**src/rtl/pwpe_pkg.sv**
```systemverilog
package pwpe_pkg;
  localparam int ST_PRI_DET  = 0;
  localparam int ST_SEC_DET  = 1;
  localparam int ST_SEC_TGT  = 2;
  localparam int ST_SIG_SERR = 3;
  localparam int ST_W        = 4;
endpackage

```
**src/rtl/pwpe_lane.sv**
```systemverilog
module pwpe_lane #(
  parameter int DW = 32,
  parameter int CW = 4
) (
  input  logic          clk,
  input  logic          rst_n,
  input  logic          in_valid,
  output logic          in_ready,
  input  logic [DW-1:0] in_ad,
  input  logic [CW-1:0] in_cbe,
  input  logic          in_par,
  input  logic          resp_en,
  output logic          out_valid,
  input  logic          out_ready,
  output logic [DW-1:0] out_ad,
  output logic [CW-1:0] out_cbe,
  output logic          out_par,
  output logic          perr_n,
  output logic          det_pulse
);
  localparam int WW = DW + CW;

  logic          cap_v;
  logic [WW-1:0] cap_w;
  logic          o_v;
  logic [WW-1:0] o_w;
  logic          o_poison;
  logic          par_bad;
  logic          take;

  assign in_ready = !cap_v && (!o_v || out_ready);
  assign take     = in_valid && in_ready;
  // parity arrives one clock after the data it covers
  assign par_bad  = cap_v && (in_par != (^cap_w));

  always_ff @(posedge clk) begin
    if (!rst_n) begin
      cap_v    <= 1'b0;
      cap_w    <= '0;
      o_v      <= 1'b0;
      o_w      <= '0;
      o_poison <= 1'b0;
      perr_n   <= 1'b1;
    end else begin
      cap_v <= take;
      if (take) cap_w <= {in_ad, in_cbe};
      if (cap_v) begin
        o_v      <= 1'b1;
        o_w      <= cap_w;
        o_poison <= par_bad;
      end else if (out_ready) begin
        o_v <= 1'b0;
      end
      perr_n <= !(par_bad && resp_en);
    end
  end

  assign out_valid = o_v;
  assign out_ad    = o_w[WW-1:CW];
  assign out_cbe   = o_w[CW-1:0];
  assign out_par   = (^o_w) ^ o_poison;
  assign det_pulse = par_bad;

  // a parity-error pulse always belongs to a poisoned word just loaded
  p_perr_poison_r2: assert property (@(posedge clk) disable iff (!rst_n)
    !perr_n |-> (o_v && o_poison && $past(resp_en)));
  // capture stage never holds a word while the output is occupied
  p_no_overflow_r6: assert property (@(posedge clk) disable iff (!rst_n)
    cap_v |-> !o_v);
  // stalled output keeps its contents
  p_hold_r6: assert property (@(posedge clk) disable iff (!rst_n)
    (o_v && !out_ready) |=> (o_v && $stable(o_w) && $stable(o_poison)));
endmodule

```
**src/rtl/pwpe_serr_gate.sv**
```systemverilog
module pwpe_serr_gate (
  input  logic clk,
  input  logic rst_n,
  input  logic tgt_perr_n,
  input  logic serr_en,
  input  logic pw_serr_mask,
  input  logic pri_resp_en,
  input  logic sec_resp_en,
  output logic serr_n,
  output logic dpd_pulse,
  output logic sig_pulse
);
  logic hit;

  assign hit       = !tgt_perr_n;
  assign dpd_pulse = hit && sec_resp_en;
  assign sig_pulse = dpd_pulse && pri_resp_en && serr_en && !pw_serr_mask;

  always_ff @(posedge clk) begin
    if (!rst_n) serr_n <= 1'b1;
    else        serr_n <= !sig_pulse;
  end

  // system error only follows a target report with all four enables
  p_serr_gated_r9: assert property (@(posedge clk) disable iff (!rst_n)
    !serr_n |-> $past(!tgt_perr_n && serr_en && !pw_serr_mask && pri_resp_en && sec_resp_en));
endmodule

```
**src/rtl/pwpe_status.sv**
```systemverilog
module pwpe_status #(
  parameter int N = 4
) (
  input  logic         clk,
  input  logic         rst_n,
  input  logic [N-1:0] set,
  input  logic [N-1:0] clr,
  output logic [N-1:0] st
);
  for (genvar i = 0; i < N; i++) begin : g_bit
    always_ff @(posedge clk) begin
      if (!rst_n)      st[i] <= 1'b0;
      else if (set[i]) st[i] <= 1'b1;
      else if (clr[i]) st[i] <= 1'b0;
    end

    // bit stays set until a clear strobe
    p_sticky_r10: assert property (@(posedge clk) disable iff (!rst_n)
      (st[i] && !clr[i]) |=> st[i]);
    // set wins over a simultaneous clear
    p_set_wins_r10: assert property (@(posedge clk) disable iff (!rst_n)
      set[i] |=> st[i]);
  end
endmodule

```
**src/rtl/pw_parity_guard.sv**
```systemverilog
module pw_parity_guard
  import pwpe_pkg::*;
#(
  parameter int DW = 32,
  parameter int CW = 4
) (
  input  logic            clk,
  input  logic            rst_n,
  input  logic            pri_dp_valid,
  output logic            pri_dp_ready,
  input  logic [DW-1:0]   pri_ad,
  input  logic [CW-1:0]   pri_cbe,
  input  logic            pri_par,
  input  logic            sec_dp_valid,
  output logic            sec_dp_ready,
  input  logic [DW-1:0]   sec_ad,
  input  logic [CW-1:0]   sec_cbe,
  input  logic            sec_par,
  output logic            dn_valid,
  input  logic            dn_ready,
  output logic [DW-1:0]   dn_ad,
  output logic [CW-1:0]   dn_cbe,
  output logic            dn_par,
  output logic            up_valid,
  input  logic            up_ready,
  output logic [DW-1:0]   up_ad,
  output logic [CW-1:0]   up_cbe,
  output logic            up_par,
  input  logic            sec_tgt_perr_n,
  input  logic            pri_perr_resp_en,
  input  logic            sec_perr_resp_en,
  input  logic            serr_en,
  input  logic            pw_serr_mask,
  input  logic [ST_W-1:0] status_clr,
  output logic            pri_perr_n,
  output logic            sec_perr_n,
  output logic            pri_serr_n,
  output logic [ST_W-1:0] status
);
  logic            pri_det, sec_det, dpd_p, sig_p;
  logic [ST_W-1:0] st_set;

  pwpe_lane #(.DW(DW), .CW(CW)) u_down (
    .clk(clk), .rst_n(rst_n),
    .in_valid(pri_dp_valid), .in_ready(pri_dp_ready),
    .in_ad(pri_ad), .in_cbe(pri_cbe), .in_par(pri_par),
    .resp_en(pri_perr_resp_en),
    .out_valid(dn_valid), .out_ready(dn_ready),
    .out_ad(dn_ad), .out_cbe(dn_cbe), .out_par(dn_par),
    .perr_n(pri_perr_n), .det_pulse(pri_det)
  );

  pwpe_lane #(.DW(DW), .CW(CW)) u_up (
    .clk(clk), .rst_n(rst_n),
    .in_valid(sec_dp_valid), .in_ready(sec_dp_ready),
    .in_ad(sec_ad), .in_cbe(sec_cbe), .in_par(sec_par),
    .resp_en(sec_perr_resp_en),
    .out_valid(up_valid), .out_ready(up_ready),
    .out_ad(up_ad), .out_cbe(up_cbe), .out_par(up_par),
    .perr_n(sec_perr_n), .det_pulse(sec_det)
  );

  pwpe_serr_gate u_serr (
    .clk(clk), .rst_n(rst_n),
    .tgt_perr_n(sec_tgt_perr_n),
    .serr_en(serr_en), .pw_serr_mask(pw_serr_mask),
    .pri_resp_en(pri_perr_resp_en), .sec_resp_en(sec_perr_resp_en),
    .serr_n(pri_serr_n), .dpd_pulse(dpd_p), .sig_pulse(sig_p)
  );

  always_comb begin
    st_set              = '0;
    st_set[ST_PRI_DET]  = pri_det;
    st_set[ST_SEC_DET]  = sec_det;
    st_set[ST_SEC_TGT]  = dpd_p;
    st_set[ST_SIG_SERR] = sig_p;
  end

  pwpe_status #(.N(ST_W)) u_stat (
    .clk(clk), .rst_n(rst_n), .set(st_set), .clr(status_clr), .st(status)
  );

  // a detected primary error is recorded whatever the enable
  p_det_recorded_r3: assert property (@(posedge clk) disable iff (!rst_n)
    pri_det |=> status[ST_PRI_DET]);
  // system-error pulse is mirrored in status
  p_serr_status_r9: assert property (@(posedge clk) disable iff (!rst_n)
    !pri_serr_n |-> status[ST_SIG_SERR]);
endmodule

```
**config.mk**
```make
export PLATFORM = sky130hd
export DESIGN_NAME = pw_parity_guard
export DESIGN_NICKNAME = d
export VERILOG_FILES = /design/src/rtl/pwpe_pkg.sv /design/src/rtl/pwpe_lane.sv /design/src/rtl/pwpe_serr_gate.sv /design/src/rtl/pwpe_status.sv /design/src/rtl/pw_parity_guard.sv
export SDC_FILE = /design/constraint.sdc
export NUM_CORES = 1
export LEC_CHECK = 0
export CORE_AREA = 4 4 174 176
export CTS_CLUSTER_SIZE = 12
export DETAILED_ROUTE_END_ITERATION = 8
export DIE_AREA = 0 0 178 180
export DONT_BUFFER_PORTS = 1
export GPL_ROUTABILITY_DRIVEN = 0
export SYNTH_ARGS = -nofsm -noshare
export SYNTH_HDL_FRONTEND = slang
export SYNTH_SLANG_ARGS = --single-unit
```
**constraint.sdc**
```tcl
create_clock -name clk -period 2.8 [get_ports clk]
set_input_delay 0.56 -clock clk [delete_from_list [all_inputs] [get_ports clk]]
set_output_delay 0.56 -clock clk [all_outputs]
set_load 0.05 [all_outputs]
```
Word-level counts from Yosys, hierarchy flattened

Index checks and enable logic that the tools add are counted.

Flip-flop bits (word level): 157
Output and inout bits: 85
Word-level logic and storage cells: 66

Equal/unequal tests: 2
Mux-type cells: 12
Bitwise gates (word level): 2
Reduce and logical (&&, ||, !) cells: 33

Operators with widths:

| kind              | number |
|---|---|
| $reduce_xor 36->1 | 4 |
| $logic_and 1x1->1 | 12 |
| $mux 1            | 12 |
| $reduce_bool 2->1 | 6 |
| $logic_not 1->1   | 9 |
| $logic_or 1x1->1  | 2 |
| $ne 1x1->1        | 2 |
| $xor 1x1->1       | 2 |

Logic depth before layout (Yosys ltp)

Gate-level depths: netlist (run 1).

Word-level depth: 6
Gate-level depth with buffers: 7
Depth with buffers taken out: 6

By module

Synthesis (run 1) repeated with hierarchy kept, for this count alone.

Cells, all modules: 737
Area, all modules: 7111.8 um^2

Modules (own cells, without submodules):

| module         | instances | cells each | area each (um^2) | seq. area each (um^2) |
|---|---|---|---|---|
| pwpe_lane      | 2         | 360        | 3449.6           | 1521.5 |
| pwpe_status    | 1         | 12         | 165.2            | 80.1 |
| pwpe_serr_gate | 1         | 5          | 47.5             | 20.0 |

Worst setup path after synthesis (run 1)

OpenSTA, ideal clock, no wires.

Path type: reg2out
Start point: register u_down.o_w[35]
End point: output port dn_par
Arrival time: 2.217 ns
Path slack: 0.023 ns
Stages on the path, launching flop included: 7
Buffers on the path: 0
Cell sequence: dfxtp_1 -> xor2_1 -> xnor2_1 -> xnor2_1 -> xnor2_1 -> xnor2_1 -> xnor2_1

Cells in the longest elaborated chain, start to end: 2

RTL lines:

| item                     | RTL line              | source |
|---|---|---|
| start: declaration       | pwpe_lane.sv:26       | `logic [WW-1:0] o_w;` |
| start signal: assignment | pwpe_lane.sv:49       | `o_w <= cap_w;` |
| $reduce_xor 36->1        | pwpe_lane.sv:61       | `assign out_par = (^o_w) ^ o_poison;` |
| $xor 1x1->1              | pwpe_lane.sv:61       |  |
| end: declaration         | pw_parity_guard.sv:23 | `output logic dn_par,` |

No other way between the ends.

Worst setup path in the final report (run 1)

Start point: register u_up.o_w[1]
End point: output port up_par

Cells in the longest elaborated chain, start to end: 2

RTL lines:

| item                     | RTL line              | source |
|---|---|---|
| start: declaration       | pwpe_lane.sv:26       |  |
| start signal: assignment | pwpe_lane.sv:49       |  |
| $reduce_xor 36->1        | pwpe_lane.sv:61       |  |
| $xor 1x1->1              | pwpe_lane.sv:61       |  |
| end: declaration         | pw_parity_guard.sv:28 | `output logic up_par,` |

No other way between the ends.

==> reports/results.ini, run 1 <==
[sta]
worst_slack_ps = 196
fmax_ghz = 0.384
period_needed_ps = 2600
timing.final.max_slew_violations = 0
tightest_slew_ps = 717
setup_violations = 0
final_hold_viol_count = 0
clock_skew_ps = 12.4
rsz0062_at_grt = no
fin_worst_hold_slack_ps = 230
relSlewSlack = 0.522
post-route-period-util = 0.930
setup_tns_ps = 0

[yosys]
synth.most_common_cell = dfxtp_1
synth_area_um2 = 7090
syn_nets = 822
synth_area_leaders = dfxtp_1 (44%), xnor2_1 (14%), mux2i_1 (10%)
synth_seq_cells = 157
synth_edf_count = 0
ys_warn_count = 0
synth_common_cells = dfxtp_1 (157), nand2_1 (154), xnor2_1 (110)
yosys.cell_types.count = 23
synth_fa_ha_area_frac = 0
synth_xor_xnor_area_share = 0.186
muxShareOfSynthArea = 0.104
synth_compound_area_frac = 0.0792
yosys.area.top_type_share = 0.443
yosysSeqAreaShare = 0.443
syn_area_per_cell_um2 = 9.67
synth-simple-area-share = 0.161
ys.flop_type = dfxtp_1
synth_cells = 733
synth_top_family_by_area = XOR/XNOR gates
yosys.area.top_type = dfxtp_1
async_flop_share = 0

[detailed_routing]
drcViolationCount = 0
drt_iter0_markers = 176
postRouteAntennaNets = 0
drtPass1Iterations = 4
via_count = 4902
wirelength_um = 18600
drt-vias-per-instance = 4.12
wire_per_inst_um = 15.6

[power]
p_leak_nw = 3.20
p_per_area_nw_per_um2 = 697
peakVddDrop_uv = 384

[setup_path]
arrival_ps = 2040
crit_slowest_cell = dfxtp_1
max_stage_delay_ps = 340
cp_common_cell = xnor2_1
crit_path_cell_trace = xor2_1 -> xnor2_1 -> xnor2_1 -> xnor2_1 -> xnor2_1 -> xnor2_1 -> buf_4
startpoint_type = flip-flop
path_class = reg2out
required_ps = 2240
critPathCaptureType = primary output
cp_max_fo = 2

[floorplan]
dieWidth_um = 178
dieHeight_um = 180
initial_utilization = 0.248
num_io_pins = 174
dieArea_um2 = 32000
rows = 62
coreArea_um2 = 28600

[clock_tree]
cts_tree = built
numCtsBuffers = 17
ctsHoldBuffers = 0
clock_sinks = 157
clk_pin_slew_ps = 60
ctsResizeCount = 0
post_cts_buffers = 0
clockBufferDepth = 2
root_buffer = clkbuf_16
clk_latency_ps = 430
htreeDepth = 4

[placed_design]
dp.final_hpwl_um = 13500
place_ws_ps = 607
portBuffers = 0

[hold_path]
hp-class = in2reg

[final_layout]
n_antenna_cell = 0
area_growth_pct = 21.6
nets = 883
drive_gt1_frac = 0.146

[grt]
grt_usage = 0.117
antenna_found_initial = 1
grt_overflow = 0
grt_max_degree = 160
grt_pass1_wl_um = 29300
grt_pass1_vias = 4997

[flow_run]
max_cap_violations = 0

[outcome]
status = completed

## logic make-up after synthesis
logic type / count (synthesis)
AOI/OAI and AO/OA: 76
xor gates and xnor gates: 136
buffers and inverters: 45
DFF: 157
muxes: 74
and+or+nand+nor: 245
## cells in the final DEF (no fill, tap or decap), types with 3 or more instances in the layout
| master | netlist | final |
|---|---|---|
| a21boi_0 | 72 | 72 |
| and2_1 | 3 | 3 |
| buf_4 | 0 | 82 |
| clkbuf_16 | 0 | 17 |
| clkbuf_8 | 0 | 3 |
| clkinv_4 | 0 | 4 |
| clkinvlp_4 | 0 | 3 |
| dfxtp_1 | 157 | 155 |
| inv_1 | 4 | 4 |
| mux2i_1 | 74 | 74 |
| nand2_1 | 154 | 154 |
| nand3b_1 | 4 | 4 |
| nor2b_1 | 76 | 76 |
| xnor2_1 | 110 | 110 |
| xnor3_1 | 8 | 8 |
| xor2_1 | 16 | 16 |
## per-layer routing
metal	wire [µm]	track usage	vias to the layer above
li1	-	-	2483
met1	8220	0.145	2272
met2	8510	0.187	136
met3	1700	0.0525	11
met4	172	0.0288	0
met5	0	0	-
## layout make-up
type	instances	area [µm²]
Clock inverter	11	110
Timing Repair Buffer	83	636
Fill cell	3019	20000
Inverter	4	15.0
Clock buffer	21	470
Sequential cell	157	3150
Multi-Input combinational cell	531	3760
Tap cell	384	480
## registers in the layout, summed over array words and instances, names as in the netlist
name	cells
u_down.cap_v	1
u_down.cap_w	36
u_down.o_poison	1
u_down.o_w	36
u_down.out_valid	1
u_down.perr_n	1
u_serr.serr_n	1
u_stat.st	4
u_up.cap_v	1
u_up.cap_w	36
u_up.o_poison	1
u_up.o_w	36
u_up.out_valid	1
u_up.perr_n	1
## per-stage QoR
stage               cells  total power [mW]   util  area (µm²)
finish               1191              6.00  0.301        8620
global placement     1159              3.80  0.281        8040
global route         1191              6.32  0.301        8620
detailed placement   1159              3.81  0.281        8040
CTS                  1191              6.12  0.301        8620
floorplan             733              3.52      -        7090
## worst max-delay path: cells and delay by family, from the launching register on
family / cells / cell delay (ps)
flops: 1 / 340
buf+inv: 1 / 220
xor+xnor: 6 / 1050
## worst paths after layout
kind / from / end / slack [ps] / depth (start not counted)
max: u_up.o_w[1]$_SDFFE_PN0P_ / up_par / 200 / 7
min: sec_perr_resp_en / u_up.perr_n$_SDFF_PN1_ / 230 / 1
max reg2reg: u_up.cap_w[18]$_SDFFE_PN0P_ / u_up.o_poison$_SDFFE_PN0P_ / 780 / 6
min reg2reg: u_down.cap_w[16]$_SDFFE_PN0P_ / u_down.cap_w[16]$_SDFFE_PN0P_ / 490 / 2
## report_power, final
group | internal, mW | switching, mW | total (mW)
Sequential | 2.35 | 0.143 | 2.49
Combinational | 0.569 | 0.675 | 1.24
Clock | 1.30 | 0.964 | 2.27
No activity file was read; power rests on OpenSTA's default activity.
==> run 2: changes to the inputs <==
--- a/config.mk
+++ b/config.mk
@@ -5,11 +5,11 @@
 export SDC_FILE = /design/constraint.sdc
 export NUM_CORES = 1
 export LEC_CHECK = 0
+export BUFFER_PORTS_ARGS = -buffer_cell sky130_fd_sc_hd__buf_2
 export CORE_AREA = 4 4 174 176
 export CTS_CLUSTER_SIZE = 12
 export DETAILED_ROUTE_END_ITERATION = 8
 export DIE_AREA = 0 0 178 180
-export DONT_BUFFER_PORTS = 1
 export GPL_ROUTABILITY_DRIVEN = 0
 export SYNTH_ARGS = -nofsm -noshare
 export SYNTH_HDL_FRONTEND = slang
==> run 2 against run 1 <==
  * Count of clock-buffer cells in the layout down 3
  * Global-route usage decreased by 0.15 points
  * Clock power increased by 8%
  * Core utilization increased by 1.4 points
  * Sequential power decreased by 2%
  * Via count is 7.4% higher
  * Flip-flop and latch count stayed put
  * Clock skew down 2.6 ps
  * Power is 4.5% higher
  * Non-clock buffer count rose by 102
==> reports/results.ini, run 2 (synthesis gave the netlist of run 1 again) <==
[outcome]
status = completed

[final_layout]
fill_cells = 2995
area_growth_pct = 27.2
final_common_cell = buf_2
nets = 985
layout_common_cells = buf_2 (170), nand2_1 (154), dfxtp_1 (152)
drive_gt1_frac = 0.248

[clock_tree]
root_buffer = clkbuf_16
cts_tree = built
clock_sinks = 157
clk_latency_ps = 430
htreeDepth = 4
clk_pin_slew_ps = 60
numCtsBuffers = 17
clockBufferDepth = 2
post_cts_buffers = 0

[grt]
grt_max_degree = 60
antenna_found_initial = 3
grt_pass1_vias = 5242
grt_usage = 0.116
grt_overflow = 0
grt_pass1_wl_um = 29100

[power]
peakVddDrop_uv = 360
combinationalPowerShare = 0.220
pwr-share-seq = 0.389
p_leak_nw = 3.63
p_switching_mw = 1.89
p_per_area_nw_per_um2 = 696
power_frac_clock = 0.390
power_mw = 6.28
p_int_mw = 4.39
swShare = 0.301

[flow_run]
max_cap_violations = 0

[sta]
rsz0062_at_grt = no
relSlewSlack = 0.535
post-route-period-util = 0.937
setup_tns_ps = 0
period_needed_ps = 2620
clock_skew_ps = 9.81
tightest_slew_ps = 697
timing.final.max_slew_violations = 0
final_hold_viol_count = 0
fmax_ghz = 0.381
setup_violations = 0
fin_worst_hold_slack_ps = 329

[detailed_routing]
drcViolationCount = 0
drt_iter0_markers = 173
postRouteAntennaNets = 0
drt-vias-per-instance = 4.07
wire_per_inst_um = 14.8
via_count = 5266
drtPass1Iterations = 4
wirelength_um = 19100

[hold_path]
hp-class = in2reg

[setup_path]
regToRegSetupSlack_ps = 780
arrival_ps = 2060
critPathCaptureType = primary output
cp_max_fo = 3
required_ps = 2240
path_class = reg2out
startpoint_type = flip-flop

[placed_design]
dp.final_hpwl_um = 13800
portBuffers = 173

[floorplan]
dieWidth_um = 178
dieHeight_um = 180
num_io_pins = 174
initial_utilization = 0.248
dieArea_um2 = 32000
coreArea_um2 = 28600
rows = 62

[run 2: cell types whose count changed in the layout (fill, tap and decap cells not counted), moves of 3 or more]
| cell | delta |
|---|---|
| buf_2 | +170 |
| buf_4 | -68 |
| clkbuf_8 | -3 |
| dfxtp_1 | -3 |
| dfxtp_2 | +3 |
[run 2: final timing paths]
kind,startpoint,to,cells after the start
worst max-delay path,u_up.o_w[1]$_SDFFE_PN0P_,up_par,7
worst max register to register,u_down.cap_w[16]$_SDFFE_PN0P_,u_down.o_poison$_SDFFE_PN0P_,6
worst min-delay path,status_clr[3],u_stat.st[3]$_SDFFE_PN0P_,2
worst min register to register,u_stat.st[3]$_SDFFE_PN0P_,u_stat.st[3]$_SDFFE_PN0P_,2
[run 2: routing by layer]
metal / vias to the layer above / global-route usage / routed length, µm
met5: - / 0 / 20
met4: 4 / 0.0248 / 65
met3: 8 / 0.0405 / 1460
met2: 140 / 0.190 / 8920
met1: 2425 / 0.148 / 8630
li1: 2689 / - / -
[run 2: worst max-delay path, cell delays in order, from the launching register on]
cell,delay (ps)
dfxtp_1,360
xor2_1,190
xnor2_1,110
xnor2_1,260
xnor2_1,170
xnor2_1,160
xnor2_1,160
buf_4,230
[run 2: area by class of cell]
cell class,instances,area [µm²],share of cell area
diodes,1,2.50,0.000278
clock buffers,18,429,0.0476
clock inverters,14,185,0.0205
inverters,4,15.0,0.00167
multi-input cells,531,3780,0.419
flip-flops and latches,157,3150,0.349
well taps,384,480,0.0533
repair buffers,185,976,0.108
[run 2: power by group through the flow]
stage	combinational [mW]	sequential [mW]	clock, mW
6_report	1.38	2.44	2.45
5_1_grt	1.49	2.46	2.61
4_1_cts	1.39	2.44	2.52
3_5_place_dp	1.38	2.49	0
3_3_place_gp	1.38	2.49	0
2_1_floorplan	0.920	2.60	0
[run 2: timing repair]
| action | 4_1_cts | 5_1_grt |
|---|---|---|
| resized for setup | 0 | 9 |
| setup endpoints to repair | 0 | 2 |
| hold buffers | 0 | 0 |
| endpoints found under the hold margin | 0 | 0 |
[run 2: metrics by stage]
| step | util | instances | area, µm² | worst slack [ps] |
|---|---|---|---|---|
| finish | 0.315 | 1294 | 9020 | 176 |
| global route | 0.315 | 1293 | 9010 | 0.806 |
| CTS | 0.314 | 1293 | 8990 | 47.6 |
| detailed placement | 0.293 | 1261 | 8380 | 490 |
| global placement | 0.293 | 1261 | 8380 | 493 |
| floorplan | - | 733 | 7090 | 23.4 |
